--- src/rtl/ptw_pkg.sv ---
package ptw_pkg;
  // Fixed entry layout: the walker decodes these positions
  localparam int PTE_PRESENT = 0;
  localparam int PTE_REF     = 1;
  localparam int PTE_DIRTY   = 2;
  localparam int PTE_ACC_LO  = 3;
  localparam int PTE_ACC_W   = 2;
  localparam int PTE_LOW_W   = PTE_ACC_LO + PTE_ACC_W;

  typedef enum logic [1:0] {
    FLT_NONE   = 2'd0,
    FLT_L1_ABS = 2'd1,
    FLT_L2_ABS = 2'd2,
    FLT_ACCESS = 2'd3
  } fault_e;

  typedef enum logic [2:0] {
    ST_IDLE, ST_RD1, ST_W1, ST_RD2, ST_W2, ST_DONE
  } walk_st_e;
endpackage

--- src/rtl/ptw_entry_unpack.sv ---
module ptw_entry_unpack
  import ptw_pkg::*;
#(
  parameter int ENTRY_W = 32,
  parameter int FRAME_W = 19
) (
  input  logic [ENTRY_W-1:0] entry,
  output logic               present,
  output logic               refd,
  output logic               dirty,
  output logic [PTE_ACC_W-1:0] acc,
  output logic [FRAME_W-1:0] frame
);
  localparam int RSVD_W = ENTRY_W - FRAME_W - PTE_LOW_W;

  assign present = entry[PTE_PRESENT];
  assign refd    = entry[PTE_REF];
  assign dirty   = entry[PTE_DIRTY];
  assign acc     = entry[PTE_ACC_LO +: PTE_ACC_W];
  assign frame   = entry[ENTRY_W-1 -: FRAME_W];

  generate
    if (RSVD_W > 0) begin : g_rsvd
      logic rsvd_unused;
      assign rsvd_unused = ^entry[PTE_LOW_W +: RSVD_W];
    end
  endgenerate
endmodule

--- src/rtl/ptw_addr_gen.sv ---
module ptw_addr_gen #(
  parameter int PA_W   = 32,
  parameter int L1_W   = 10,
  parameter int L2_W   = 9,
  parameter int OFF_W  = 13,
  parameter int ENT_LG = 2
) (
  input  logic                    second,
  input  logic [PA_W-1:0]         tbl_base,
  input  logic [PA_W-OFF_W-1:0]   l1_frame,
  input  logic [L1_W-1:0]         l1_idx,
  input  logic [L2_W-1:0]         l2_idx,
  output logic [PA_W-1:0]         addr
);
  logic [PA_W-1:0] base_sel;
  logic [PA_W-1:0] step;

  always_comb begin
    if (second) begin
      base_sel = {l1_frame, {OFF_W{1'b0}}};
      step     = PA_W'(l2_idx) << ENT_LG;
    end else begin
      base_sel = tbl_base;
      step     = PA_W'(l1_idx) << ENT_LG;
    end
    addr = base_sel + step;
  end
endmodule

--- src/rtl/ptw_access_check.sv ---
module ptw_access_check
  import ptw_pkg::*;
(
  input  logic                 is_write,
  input  logic                 is_user,
  input  logic [PTE_ACC_W-1:0] acc,
  output logic                 deny
);
  // acc[0]: writes allowed, acc[1]: user access allowed
  assign deny = (is_write && !acc[0]) || (is_user && !acc[1]);
endmodule

--- src/rtl/ptw_two_level.sv ---
module ptw_two_level
  import ptw_pkg::*;
#(
  parameter int L1_W    = 10,
  parameter int L2_W    = 9,
  parameter int OFF_W   = 13,
  parameter int PA_W    = 32,
  parameter int ENTRY_W = 32,
  parameter int ENT_LG  = 2,
  localparam int VA_W   = L1_W + L2_W + OFF_W,
  localparam int FRAME_W = PA_W - OFF_W
) (
  input  logic               clk,
  input  logic               rst_n,
  input  logic               req_valid,
  output logic               req_ready,
  input  logic [VA_W-1:0]    req_vaddr,
  input  logic               req_write,
  input  logic               req_user,
  input  logic [PA_W-1:0]    ptbr,
  output logic               mem_req,
  output logic [PA_W-1:0]    mem_addr,
  input  logic               mem_rvalid,
  input  logic [ENTRY_W-1:0] mem_rdata,
  output logic               done,
  output logic [1:0]         done_fault,
  output logic [PA_W-1:0]    done_paddr,
  output logic [FRAME_W-1:0] done_frame,
  output logic               done_ref,
  output logic               done_dirty,
  output logic [1:0]         done_prot
);
  // reset synchroniser: assert asynchronously, release on clock
  logic [1:0] rst_pipe;
  logic       rst_sync_n;

  always_ff @(posedge clk or negedge rst_n) begin
    if (!rst_n) rst_pipe <= '0;
    else        rst_pipe <= {rst_pipe[0], 1'b1};
  end
  assign rst_sync_n = rst_pipe[1];

  walk_st_e st_q, st_d;
  logic [VA_W-1:0]    va_q;
  logic               wr_q, usr_q;
  logic [PA_W-1:0]    base_q;
  logic [FRAME_W-1:0] l1f_q;
  fault_e             flt_q, flt_d;
  logic [PA_W-1:0]    pa_q, pa_d;
  logic [FRAME_W-1:0] frm_q;
  logic               ref_q, dty_q;
  logic [PTE_ACC_W-1:0] acc_q;

  logic accept, resp1, resp2, res_en;
  logic e_present, e_ref, e_dirty, e_deny;
  logic [PTE_ACC_W-1:0] e_acc;
  logic [FRAME_W-1:0]   e_frame;

  ptw_entry_unpack #(.ENTRY_W(ENTRY_W), .FRAME_W(FRAME_W)) u_unpack (
    .entry(mem_rdata), .present(e_present), .refd(e_ref), .dirty(e_dirty),
    .acc(e_acc), .frame(e_frame)
  );

  ptw_access_check u_acc (
    .is_write(wr_q), .is_user(usr_q), .acc(e_acc), .deny(e_deny)
  );

  ptw_addr_gen #(
    .PA_W(PA_W), .L1_W(L1_W), .L2_W(L2_W), .OFF_W(OFF_W), .ENT_LG(ENT_LG)
  ) u_agen (
    .second(st_q == ST_RD2), .tbl_base(base_q), .l1_frame(l1f_q),
    .l1_idx(va_q[VA_W-1 -: L1_W]), .l2_idx(va_q[OFF_W +: L2_W]),
    .addr(mem_addr)
  );

  assign req_ready = (st_q == ST_IDLE);
  assign accept    = req_ready && req_valid;
  assign resp1     = (st_q == ST_W1) && mem_rvalid;
  assign resp2     = (st_q == ST_W2) && mem_rvalid;
  assign mem_req   = (st_q == ST_RD1) || (st_q == ST_RD2);

  // next-state and result selection
  always_comb begin
    st_d   = st_q;
    flt_d  = FLT_NONE;
    pa_d   = '0;
    res_en = 1'b0;
    case (st_q)
      ST_IDLE: if (req_valid) st_d = ST_RD1;
      ST_RD1:  st_d = ST_W1;
      ST_W1: if (mem_rvalid) begin
        if (e_present) begin
          st_d = ST_RD2;
        end else begin
          st_d   = ST_DONE;
          flt_d  = FLT_L1_ABS;
          res_en = 1'b1;
        end
      end
      ST_RD2:  st_d = ST_W2;
      ST_W2: if (mem_rvalid) begin
        st_d   = ST_DONE;
        res_en = 1'b1;
        if (!e_present)  flt_d = FLT_L2_ABS;
        else if (e_deny) flt_d = FLT_ACCESS;
        else             pa_d  = {e_frame, va_q[OFF_W-1:0]};
      end
      ST_DONE: st_d = ST_IDLE;
      default: st_d = ST_IDLE;
    endcase
  end

  always_ff @(posedge clk or negedge rst_sync_n) begin
    if (!rst_sync_n) st_q <= ST_IDLE;
    else             st_q <= st_d;
  end

  always_ff @(posedge clk) begin
    if (accept) begin
      va_q   <= req_vaddr;
      wr_q   <= req_write;
      usr_q  <= req_user;
      base_q <= ptbr;
    end
    if (resp1) l1f_q <= e_frame;
    if (res_en) begin
      flt_q <= flt_d;
      pa_q  <= pa_d;
      frm_q <= e_frame;
      ref_q <= e_ref;
      dty_q <= e_dirty;
      acc_q <= e_acc;
    end
  end

  logic resp2_unused;
  assign resp2_unused = resp2;

  assign done       = (st_q == ST_DONE);
  assign done_fault = flt_q;
  assign done_paddr = pa_q;
  assign done_frame = frm_q;
  assign done_ref   = ref_q;
  assign done_dirty = dty_q;
  assign done_prot  = acc_q;
endmodule

--- config.mk ---
export PLATFORM = sky130hd
export DESIGN_NAME = ptw_two_level
export DESIGN_NICKNAME = d
export VERILOG_FILES = /design/src/rtl/ptw_pkg.sv /design/src/rtl/ptw_entry_unpack.sv /design/src/rtl/ptw_addr_gen.sv /design/src/rtl/ptw_access_check.sv /design/src/rtl/ptw_two_level.sv
export SDC_FILE = /design/constraint.sdc
export NUM_CORES = 1
export LEC_CHECK = 0
export CAP_MARGIN = 20
export CORE_ASPECT_RATIO = 1.2
export CORE_MARGIN = 4
export CORE_UTILIZATION = 25
export DETAILED_ROUTE_END_ITERATION = 7
export GPL_TIMING_DRIVEN = 0
export REMOVE_ABC_BUFFERS = 1
export SLEW_MARGIN = 5
export SYNTH_ARGS = -nofsm -noshare
export SYNTH_HDL_FRONTEND = slang
export SYNTH_HIERARCHICAL = 1
export SYNTH_SLANG_ARGS = --single-unit
--- constraint.sdc ---
create_clock -name clk -period 4.2 [get_ports clk]
set_input_delay 0.84 -clock clk [delete_from_list [all_inputs] [get_ports clk]]
set_output_delay 0.84 -clock clk [all_outputs]
set_load 0.005 [all_outputs]
* After elaboration in Yosys (flattened, before gate mapping) *
Index checks and enable logic that the tools add are counted.

cells by class
  mux-type cells = 17
  add/subtract/negate cells = 1
  equality and inequality tests = 8
  bitwise logic cells = 3
  reductions and logical operators = 11

operators with widths
  operator                                                               number
  32-bit adder                                                           1
  32-bit two-way mux                                                     1
  3-bit case mux with 5 select lines                                     1
  12-bit two-way mux                                                     1
  3-bit two-way mux                                                      4
  3-bit by 2-bit equality test with 1-bit output, second input constant  2
  3-bit equality test, second input constant                             2
  2-bit two-way mux                                                      3
  2-bit != test, second input constant                                   3
  1-bit two-way mux                                                      5
  1-bit logical AND                                                      4
  2-bit case mux with 2 select lines                                     1
  4-bit OR reduction                                                     1
  3-bit by 1-bit equality test with 1-bit output, second input constant  1
  3-bit logical NOT                                                      1
  1-bit NOT                                                              3
  3-bit AND reduction                                                    1
  1-bit logical NOT                                                      2
  1-bit logical OR                                                       2
  1-bit case mux with 2 select lines                                     1

word-level totals
  flip-flop bits (word level) = 147

* Logic depth before layout (Yosys ltp) *
Gate-level depths: netlist of the first run.

  word-level depth = 7
  gate-level depth with buffers = 18

* By module *
The synthesis of the first run kept the hierarchy.

by module, submodules not included
  module            seq. area each (um^2)  instances  cells an instance  area an instance (um^2)
  ptw_two_level     4389.2                 1          212                4808.4
  ptw_addr_gen      0.0                    1          200                1487.7
  ptw_entry_unpack  0.0                    1          24                 180.2
  ptw_access_check  0.0                    1          3                  20.0

* Worst setup path after synthesis of the first run *
No wires, ideal clock.

  kind = input to register
  start = input port mem_rdata[0]
  end = register dty_q (netlist: done_dirty) (enable)
  path buffers = 1
  cell stages on the path = 3
  setup time = 491 ps
  arrival time = 4049 ps
  slack = -340 ps
  path through = buf_4 > or2_2 > a21oi_1

on the way
  word-level cells in the longest chain between the ends = 3

RTL lines
  item                                RTL line              text
  start, declared                     ptw_two_level.sv:24   input logic [ENTRY_W-1:0] mem_rdata,
  1-bit two-way mux                   ptw_two_level.sv:92   if (e_present) begin
  1-bit two-way mux                   ptw_two_level.sv:91   ST_W1: if (mem_rvalid) begin
  1-bit case mux with 2 select lines  ptw_two_level.sv:88   case (st_q)
  named net res_en                    ptw_two_level.sv:54   logic accept, resp1, resp2, res_en;
  end signal, assigned                ptw_two_level.sv:131  dty_q <= e_dirty;
  end, declared                       ptw_two_level.sv:51   logic ref_q, dty_q;

The timed path passes the listed nets, and every way through them passes these cells.
A chain may end at the register's enable or synchronous reset.

* Final worst setup path of the first run *
  start = register st_q[2]
  end = output port mem_addr[29]

on the way
  word-level cells in the longest chain between the ends = 3
  elaborated cells between the ends (all ways) = 4
  classes of those cells = 1 x add/sub; 1 x eq/ne; 2 x mux

RTL lines
  item                                                             RTL line              text
  start, declared                                                  ptw_two_level.sv:43   walk_st_e st_q, st_d;
  start signal, assigned                                           ptw_two_level.sv:115  else st_q <= st_d;
  3-bit by 2-bit equality test with 1-bit output (*)               ptw_two_level.sv:71   .second(st_q == ST_RD2), .tbl_base(base_q), .l1_frame(l1f_q),
  32-bit two-way mux / 12-bit two-way mux (equally long branches)  ptw_addr_gen.sv:19    if (second) begin
  32-bit adder (*)                                                 ptw_addr_gen.sv:26    addr = base_sel + step;
  end, declared                                                    ptw_two_level.sv:22   output logic [PA_W-1:0] mem_addr,

Every way passes the cells marked *; elsewhere a longest branch is shown, timed or not.

==> results by group, run 1 <==
Run status
  – Outcome: finished, violations left
  – Failing checks: negative setup slack

Setup path
  – Crit path top cell by count: buf_6
  – Crit path from: st_q[2]
  – Largest stage delay on the critical path: 400 ps
  – Worst r2r dst: done_frame[5]
  – Critical path endpoint: mem_addr[29]
  – Levels on crit path: 14
  – Worst path bufs/invs: 4
  – CP Data Arrival Time: 3530 ps
  – CP Capture Type: output port
  – CP Cell Sequence: nand2b_4, nor2_4, buf_8, buf_6, mux2_4, ha_4, a21o_1, nand4_2, a31oi_4, o21ai_4, buf_6, or4_4, a31oi_1, buf_2
  – Critical path class: flip-flop to output port
  – Worst Path Required: 3360 ps
  – Crit Path Max Fanout: 6
  – Slowest CP cell: dfrtp_2
  – Flop2flop setup slack: 1860 ps
  – Worst r2r path cells: 6
  – Critical path startpoint category: flip-flop
  – Reg-to-reg startpoint: st_q[2]
  – Crit path max-delay family: simple AND/OR/NAND/NOR gates

Drt
  – Vias per inst: 4.28
  – Via count: 4302
  – Highest metal used: met4
  – DRC violations left: 0
  – Drt pass-1 iters: 4
  – Drt wl/cell: 17.6 um
  – Drt total wl: 17.7 mm
  – Metal1 wirelength: 7.12 mm
  – Met2 Wirelength: 9.00 mm
  – Initial drt markers: 137
  – Post-route ant nets: 0
  – Met3 Routed Length: 1.42 mm

Logic synthesis
  – Cell accounting for the most synthesized area: edfxtp_1
  – Share of the synthesized area in the top cell type: 65.6%
  – #FFs+latches synth: 147
  – Dominant synthesized flop cell: edfxtp_1
  – Simple-Gate Fraction of Synth Area: 12.7%
  – Syn_area_per_cell: 14.8 um2
  – Seq/Total Area, Yosys: 67.6%
  – Adder-cell share of the synthesized area: 2.23%
  – Synth Area in XOR/XNOR: 3.24%
  – Fraction of registers with async set/reset: 3.40%
  – Synthesized instance count: 439
  – EDFF count, synth: 142
  – Post-synthesis mux area share: 2.79%
  – Largest family of logic cells by synthesized area: simple AND/OR/NAND/NOR gates
  – Synth Cell Area: 0.00650 mm2
  – Post-synthesis compound-gate area fraction: 6.64%
  – Netlist cell types: 64
  – Synth area leaders: edfxtp_1 66%, and2_1 3.4%, buf_4 3.0%
  – Yosys warns: 6

Finish
  – Layout Cells excl Fill: 1006
  – Final nets: 778
  – Area delta synth->final: 53.5%
  – N_diodes: 0
  – Share of layout cells above drive strength 1: 27.1%

Floorplanning
  – Area of the die: 0.0286 mm2
  – Die Y: 185 um
  – Core Rows: 64
  – I/O pin cnt: 194
  – Total core area: 0.0255 mm2
  – Die W: 155 um
  – Starting Density: 25.4%

Timing
  – Final Setup Violations: 16
  – Final period utilization: 104%
  – Fmax: 229 MHz
  – Worst-case hold slack: 43.5 ps
  – Final Hold Vio Count: 0
  – Max-slew violations: 0
  – Final worst slack: -172 ps
  – Tmin final: 4370 ps
  – Worst slew pin tran: 652 ps
  – Clock skew: 9.80 ps
  – RSZ-0062 raised after global routing: yes
  – Slew HR: 56.5%

Job
  – Max-cap viol count: 0

Placement
  – DP HPWL: 12.1 mm
  – Dpl ws: -1280 ps
  – GPL Wtd Cong: 0.717
  – Dpl cells: 920
  – IO buf count: 185

Clock network
  – Clk buf depth: 2
  – CTS Hold Bufs: 0
  – Worst skew pair latency: 420 ps
  – Clock Pin Slew Worst Setup and Hold Paths: 60 ps
  – H-tree Lvls: 4
  – Clock Sinks: 147
  – TritonCTS clock tree: done
  – CTS Root Cell: clkbuf_16
  – Num CTS Buffers: 17

Global route
  – First-pass GRT wire length: 27.0 mm
  – Largest net degree at the start of global routing: 37
  – Vias in the first global route: 4667
  – Initial antenna violation count: 0
  – Grt total ovfl: 0
  – Gr usage total: 12.6%

Power
  – Static leakage: 0.00355 uW
  – Peak VDD IR: 0.282 mV
  – Power per cell area: 592 mW/mm2

Min path
  – Worst hold path class: flip-flop to asynchronous set/reset pin
==> placed cells by master, fill, tap and decap left out, types with 5 or more instances in the layout <==
cell and n:
a21o_1 5, a21oi_1 15, and2_1 33, buf_2 21, buf_4 39, buf_6 12
bufinv_16 5, clkbuf_16 17, clkdlybuf4s50_1 160, clkinvlp_4 5, edfxtp_1 142, ha_4 6
inv_1 8, mux2_2 6, mux2i_1 7, nand2_1 9, nand3_1 10, nor2_1 12
nor2_4 5, nor2b_1 20, xnor2_1 17
==> registers in the layout, summed over array words and instances, names as in the netlist <==
| register | count |
|---|---|
| va_q | 32 |
| done_prot | 2 |
| done_frame | 19 |
| usr_q | 1 |
| done_dirty | 1 |
| done_fault | 2 |
| l1f_q | 19 |
| st_q | 3 |
| base_q | 32 |
| done_paddr | 32 |
| wr_q | 1 |
| rst_pipe | 2 |
| done_ref | 1 |
==> cells by family (layout without fill, tap and decap cells) <==
logic type,count (synthesis),count (layout)
AND/OR/NAND/NOR,131,132
adder cells (fa/ha/maj),11,11
AO/OA/AOI/OAI,58,58
buffers and inverters,50,286
flip-flops,147,147
XOR/XNOR,24,24
multiplexers,17,17
other,1,1
==> cell usage after synthesis (4+ instances only) <==
library cell,n
nor2b_1,22
nor3_1,6
ha_1,10
a21oi_1,17
a32oi_1,4
dfrtp_1,5
mux2_2,9
nand3_1,10
inv_1,10
xnor2_1,20
nor2_1,18
mux2i_1,8
edfxtp_1,142
and2_1,35
a21o_1,5
buf_2,5
o21ai_0,6
nand2_1,10
xor2_1,4
buf_4,26
a31oi_1,4
nand2b_1,4
==> layer usage <==
layer  global-route usage [%]  vias up
met1                     14.4     2092
li1                         -     2062
met2                     21.6      138
met5                        0        -
met3                     4.86       10
met4                     3.85        0
==> how the worst min path moves through the flow <==
stage,from,endpoint,slack (ps),cells past startpoint
5_1_grt,rst_pipe[1],st_q[2],60,0
3_5_place_dp,rst_pipe[1],st_q[1],40,0
6_report,rst_pipe[1],st_q[1],40,0
2_1_floorplan,rst_pipe[1],st_q[0],30,0
4_1_cts,rst_pipe[1],st_q[1],50,0
3_3_place_gp,rst_pipe[1],st_q[1],40,0
==> final cells by class <==
type	instances	area (um2)
fillers	2448	15600
flip-flops and latches	147	4390
repair buffers	245	2380
multi-input cells	243	2110
clock buffers	17	425
well taps	330	413
clock inverters	13	211
inverters	11	47.5
==> stage by stage <==
stage | power (uW) | setup TNS (ps) | utilization, % | instance area [um2]
detailed placement | 3860 | -24670 | 33.8 | 8630
global placement | 3810 | -247560 | 33.2 | 8490
finish | 5910 | -1030 | 39.0 | 9970
CTS | 5880 | -2510 | 38.3 | 9790
floorplan | 2900 | -55120 | - | 6230
global route | 6250 | -3910 | 39.0 | 9970
==> what timing repair did <==
item,in CTS,in global routing
gates resized for setup,149,24
pin swaps,28,21
cloned,2,0
endpoints found under the hold margin,0,0
setup endpoints to repair,29,24
buffers inserted,42,11
==> report_power, final <==
part | switching (uW) | internal [uW] | total, uW
Sequential | 86.9 | 1920 | 2010
Combinational | 1060 | 1180 | 2240
Clock | 611 | 1050 | 1660
No activity file was read; power rests on OpenSTA's default activity.
==> inputs of run 2 (changes only) <==
Settings changed: CTS_CLUSTER_SIZE from default to 40, SETUP_SLACK_MARGIN from default to 0.1.
==> results by group, run 2 (synthesis results as in run 1) <==
Run status
  – Outcome: finished, violations left
  – Failing checks: negative setup slack

Timing
  – Final Setup Violations: 15 (-1)
  – Fmax: 228 MHz (-0.13%)
  – Worst-case hold slack: 44.5 ps (+0.965 ps)
  – Slew HR: 56.5% (about the same)
  – Tmin final: 4380 ps (+5.57 ps)
  – Worst slew pin tran: 652 ps (-0.180 ps)
  – Final period utilization: 104% (+0.13 points)
  – RSZ-0062 raised after global routing: yes
  – Clock skew: 8.98 ps (-0.822 ps)
  – Max-slew violations: 0 (unchanged)
  – Final Hold Vio Count: 0 (unchanged)
  – Final worst slack: -177 ps (-5.57 ps)

Clock network
  – CTS Root Cell: clkbuf_16
  – H-tree Lvls: 4 (unchanged)
  – CTS Hold Bufs: 0 (unchanged)
  – Worst skew pair latency: 430 ps (about the same)
  – Clock Sinks: 147 (unchanged)
  – Clk buf depth: 2 (unchanged)
  – Num CTS Buffers: 17 (unchanged)
  – Clock Pin Slew Worst Setup and Hold Paths: 60 ps (about the same)
  – TritonCTS clock tree: done

Finish
  – N_diodes: 0 (unchanged)
  – Area delta synth->final: 54.0%
  – Commonest non-fill, non-tap cell in the layout: clkdlybuf4s50_1
  – Multi-input logic area: 0.00213 mm2 (+1.1%)
  – Fillcell total: 2440 (-0.33%)
  – Fin area: 0.0100 mm2 (+0.28%)
  – Sequential Area: 0.00439 mm2 (unchanged)
  – Most frequent cells in the layout: 159 x clkdlybuf4s50_1, 142 x edfxtp_1, 37 x buf_4
  – Final nets: 779 (+0.13%)
  – Share of layout cells above drive strength 1: 28.1% (+0.99 points)

Floorplanning
  – Area of the die: 0.0286 mm2 (unchanged)
  – I/O pin cnt: 194 (unchanged)
  – Die W: 155 um (unchanged)
  – Core Rows: 64 (unchanged)
  – Starting Density: 25.4% (unchanged)
  – Total core area: 0.0255 mm2 (unchanged)
  – Die Y: 185 um (unchanged)

Power
  – Power per cell area: 592 mW/mm2 (about the same)
  – Peak VDD IR: 0.282 mV (about the same)
  – Overall Power: 5920 uW (+0.32%)
  – Static leakage: 0.00356 uW (+0.28%)

Setup path
  – CP Capture Type: output port
  – Worst r2r path cells: 6 (unchanged)
  – Worst r2r dst: done_frame[5]
  – CP Data Arrival Time: 3540 ps (about the same)
  – Critical path class: flip-flop to output port
  – Worst Path Required: 3360 ps (about the same)
  – Reg-to-reg startpoint: st_q[2]
  – Flop2flop setup slack: 1870 ps (about the same)
  – Critical path startpoint category: flip-flop
  – Crit Path Max Fanout: 6 (unchanged)

Global route
  – First-pass GRT wire length: 27.0 mm (about the same)
  – Largest net degree at the start of global routing: 37 (unchanged)
  – Met2 Usage GRT: 21.8% (+0.12 points)
  – Most Crowded Layer GR: met2
  – Vias in the first global route: 4679 (+0.26%)
  – Gr usage total: 12.6% (+0.020 points)
  – Met3 Use GR: 4.81% (-0.047 points)
  – Initial antenna violation count: 0 (unchanged)
  – Grt total ovfl: 0 (unchanged)
  – M1 GR Usage: 14.5% (+0.030 points)

Placement
  – GPL Wtd Cong: 0.717 (unchanged)
  – Dpl ws: -1280 ps (unchanged)
  – DP HPWL: 12.1 mm (unchanged)
  – Placed inst area: 0.00863 mm2 (unchanged)
  – IO buf count: 185 (unchanged)

Drt
  – DRC violations left: 0 (unchanged)
  – Vias per inst: 4.29 (+0.37%)
  – Post-route ant nets: 0 (unchanged)
  – Drt pass-1 iters: 4 (unchanged)
  – Drt total wl: 17.8 mm (+0.48%)
  – Initial drt markers: 149 (+8.8%)
  – Via count: 4322 (+0.46%)
  – Drt wl/cell: 17.7 um (+0.38%)

Min path
  – Worst hold path class: flip-flop to asynchronous set/reset pin

Job
  – Max-cap viol count: 0 (unchanged)
-- run 2: cell types whose count changed in the layout (fill, tap and decap cells not counted), sizes merged --
cell           previous run  this run
buf                      80        82
clkdlybuf4s50           160       159
clkbuf                   18        20
dlygate4sd2               2         1
clkdlybuf4s15             1         0
-- run 2: critical path, stage by stage, from the launching register on --
cell,delay (ps)
dfrtp_2,400
nand2b_4,150
nor2_4,110
buf_8,150
buf_6,120
mux2_4,310
ha_4,290
a21o_1,160
nand4_2,150
a31oi_4,280
o21ai_4,110
buf_6,130
or4_4,400
a31oi_1,170
buf_2,170
-- run 2: report_power, final --
group / leakage, uW / total, uW / internal (uW) / switching, uW
Combinational: 0.00189 / 2260 / 1190 / 1070
Sequential: 0.00138 / 2010 / 1920 / 86.8
Clock: 0.000297 / 1660 / 1050 / 611
Total: 0.00356 / 5920 / 4150 / 1770
-- run 2: routing by layer --
layer	vias to the layer above	routed length (um)
met5	-	0
met4	0	176
met3	9	1490
met2	139	9060
met1	2108	7090
li1	2066	-
-- run 2: worst max-delay path by stage --
stage            start           end  slack, ps
2_1_floorplan  st_q[2]  mem_addr[29]      -1790
6_report       st_q[2]  mem_addr[29]       -180
4_1_cts        st_q[2]  mem_addr[27]       -220
5_1_grt        st_q[2]  mem_addr[29]       -330
3_5_place_dp   st_q[2]  mem_addr[29]      -1280
3_3_place_gp   st_q[2]  mem_addr[16]      -4810
-- run 2: layout make-up --
class	instances	share of cell area, %
clock inverter	13	2.11
inverter	11	0.475
clock buffer	17	4.25
sequential	147	43.9
multi-input combinational	243	21.3
timing repair buffer	246	23.8
tap	330	4.13
-- run 2: stage by stage --
stage,util [%],std cells,setup TNS [ps]
floorplan,-,400,-55120
global placement,33.2,915,-247560
detailed placement,33.8,920,-24670
CTS,38.4,994,-2510
global route,39.2,1007,-3680
finish,39.2,1007,-1020
-- run 2: repair_timing --
action,in CTS,in global routing
cloned,2,0
gates resized for setup,158,30
setup buffers,42,12
setup endpoints to repair,29,24
pin swaps,30,22
==> inputs of run 3 (changes only) <==
Clock period 4.2 ns to 4.45 ns, I/O delays scaled along.
==> results by group, run 3 (synthesis results as in run 1) <==
Run status
  – Outcome: finished, violations left
  – Failing checks: negative setup slack

Power
  – NetSw: 1660 uW (-6.2%)
  – Peak VDD IR: 0.265 mV (-6.0%)
  – Sw frac: 29.7% (-0.21 points)
  – Static leakage: 0.00355 uW (-0.37%)
  – Power per cell area: 560 mW/mm2 (-5.4%)
  – Register share of total power: 33.8% (about the same)
  – Power share of the combinational group: 38.2% (about the same)
  – Clock network power share: 27.9% (about the same)
  – Internal: 3930 uW (-5.3%)

Drt
  – Initial drt markers: 151 (+1.3%)
  – Vias per inst: 4.30 (+0.24%)
  – Drt pass-1 iters: 4 (unchanged)
  – Via count: 4315 (-0.16%)
  – DRC violations left: 0 (unchanged)
  – Drt wl/cell: 17.6 um (-0.53%)
  – Post-route ant nets: 0 (unchanged)
  – Drt total wl: 17.7 mm (-0.92%)

Global route
  – M1 GR Usage: 14.5% (+0.044 points)
  – Initial antenna violation count: 0 (unchanged)
  – Most Crowded Layer GR: met2
  – Vias in the first global route: 4665 (-0.30%)
  – Largest net degree at the start of global routing: 37 (unchanged)
  – First-pass GRT wire length: 27.0 mm (about the same)
  – Gr usage total: 12.6% (unchanged)
  – Grt total ovfl: 0 (unchanged)
  – Met2 Usage GRT: 21.6% (-0.19 points)
  – Met3 Use GR: 4.93% (+0.12 points)

Finish
  – Commonest non-fill, non-tap cell in the layout: clkdlybuf4s50_1
  – Post-layout util: 39.1% (-0.059 points)
  – Final nets: 775 (-0.51%)
  – Sequential Area: 0.00439 mm2 (unchanged)
  – Layout Cells excl Fill: 1003 (-0.40%)
  – Multi-input logic area: 0.00211 mm2 (-0.88%)
  – Area delta synth->final: 53.7%
  – Fillcell total: 2445 (+0.20%)
  – N_diodes: 0 (unchanged)
  – Share of layout cells above drive strength 1: 26.0% (-2.1 points)
  – Most frequent cells in the layout: 161 x clkdlybuf4s50_1, 142 x edfxtp_1, 37 x buf_4

Floorplanning
  – Core Rows: 64 (unchanged)
  – I/O pin cnt: 194 (unchanged)
  – Total core area: 0.0255 mm2 (unchanged)
  – Starting Density: 25.4% (unchanged)
  – Area of the die: 0.0286 mm2 (unchanged)
  – Die Y: 185 um (unchanged)
  – Die W: 155 um (unchanged)

Clock network
  – H-tree Lvls: 4 (unchanged)
  – Worst skew pair latency: 420 ps (about the same)
  – Num CTS Buffers: 17 (unchanged)
  – CTS Hold Bufs: 0 (unchanged)
  – Clock Sinks: 147 (unchanged)
  – CTS Root Cell: clkbuf_16
  – Clk buf depth: 2 (unchanged)
  – TritonCTS clock tree: done
  – Clock Pin Slew Worst Setup and Hold Paths: 60 ps (about the same)

Setup path
  – Critical path endpoint: mem_addr[27]
  – CP Data Arrival Time: 3570 ps (+30 ps)
  – Crit path top cell by count: buf_12
  – Critical path class: flip-flop to output port
  – CP Cell Sequence: nand2b_4, nor2_4, buf_8, buf_6, mux2_4, ha_4, a21o_1, nand4_2, a31oi_4, o21ai_4, buf_12, buf_12, and4bb_1, xor2_1, buf_2
  – Slowest CP cell: dfrtp_2
  – CP Capture Type: output port
  – Worst r2r path cells: 6 (unchanged)
  – Critical path startpoint category: flip-flop
  – Worst Path Required: 3560 ps (+200 ps)
  – Crit Path Max Fanout: 7 (+1)
  – Reg-to-reg startpoint: st_q[2]
  – Flop2flop setup slack: 2110 ps (+240 ps)
  – Largest stage delay on the critical path: 400 ps (about the same)
  – Crit path from: st_q[2]
  – Worst r2r dst: done_frame[5]

Timing
  – Clock skew: 7.53 ps (-1.45 ps)
  – Slew HR: 52.2% (-4.3 points)
  – RSZ-0062 raised after global routing: yes
  – Fmax: 224 MHz
  – Final period utilization: 100%
  – Max-slew violations: 0 (unchanged)
  – Final worst slack: -8.16 ps (+169 ps)
  – Worst-case hold slack: 43.5 ps (-0.967 ps)
  – Final Hold Vio Count: 0 (unchanged)
  – Worst slew pin tran: 717 ps (+65.2 ps)
  – Tmin final: 4460 ps
  – Final Setup Violations: 1 (-14)

Min path
  – Worst hold path class: flip-flop to asynchronous set/reset pin

Job
  – Max-cap viol count: 0 (unchanged)

Placement
  – GPL Wtd Cong: 0.717 (unchanged)
  – Dpl cells: 920 (unchanged)
  – DP HPWL: 12.1 mm (unchanged)
  – IO buf count: 185 (unchanged)
run 3: routing by layer:
layer | routed length, um | part of all wire [%] | vias up
met1 | 7000 | 40 | 2096
met4 | 233 | 1.3 | 0
met5 | 0 | 0 | -
li1 | - | - | 2054
met3 | 1510 | 8.5 | 19
met2 | 8910 | 50 | 146
run 3: area by class of cell:
cell class                 instances  area share, %
sequential                       147           44.0
inverter                          11          0.476
timing repair buffer             242           23.9
multi-input combinational        243           21.1
clock buffer                      17           4.26
tap                              330           4.13
clock inverter                    13           2.12
run 3: what timing repair did:
item	CTS	global route
setup buffers	40	12
pin swaps	26	22
resized for setup	147	17
endpoints found under the setup margin	29	22
cloned	2	0
run 3: power groups by stage:
stage | clock network (uW) | logic (uW) | registers [uW]
3_5_place_dp | 0 | 1710 | 1930
4_1_cts | 1620 | 2080 | 1900
6_report | 1560 | 2140 | 1890
2_1_floorplan | 0 | 802 | 1940
5_1_grt | 1690 | 2320 | 1920
3_3_place_gp | 0 | 1640 | 1960
run 3: critical path: cells and delay by family (launching register included):
| kind | cells | cell delay [ps] |
|---|---|---|
| buffers and inverters | 5 | 700 |
| and+or+nand+nor | 4 | 700 |
| AOI/OAI and AO/OA | 3 | 540 |
| DFF | 1 | 400 |
| muxes | 1 | 310 |
| adders and majority gates | 1 | 290 |
| xor gates and xnor gates | 1 | 180 |
run 3: worst min-delay path by stage:
stage                         end  slack (ps)  cells past startpoint
after floorplan           st_q[0]          30                      0
after global placement    st_q[1]          40                      0
after detailed placement  st_q[1]          40                      0
after CTS                 st_q[1]          50                      0
after global routing      st_q[2]          60                      0
final                     st_q[1]          40                      0
run 3: stage by stage:
step,setup TNS [ps],power [uW],worst slack [ps],area (um2)
after floorplan,-37720,2740,-1590,6230
after global placement,-225890,3600,-4610,8490
after detailed placement,-19450,3640,-1080,8630
after CTS,-58.7,5590,-43.8,9820
after global routing,-359,5930,-144,9990
final,-8.16,5600,-8.16,9990
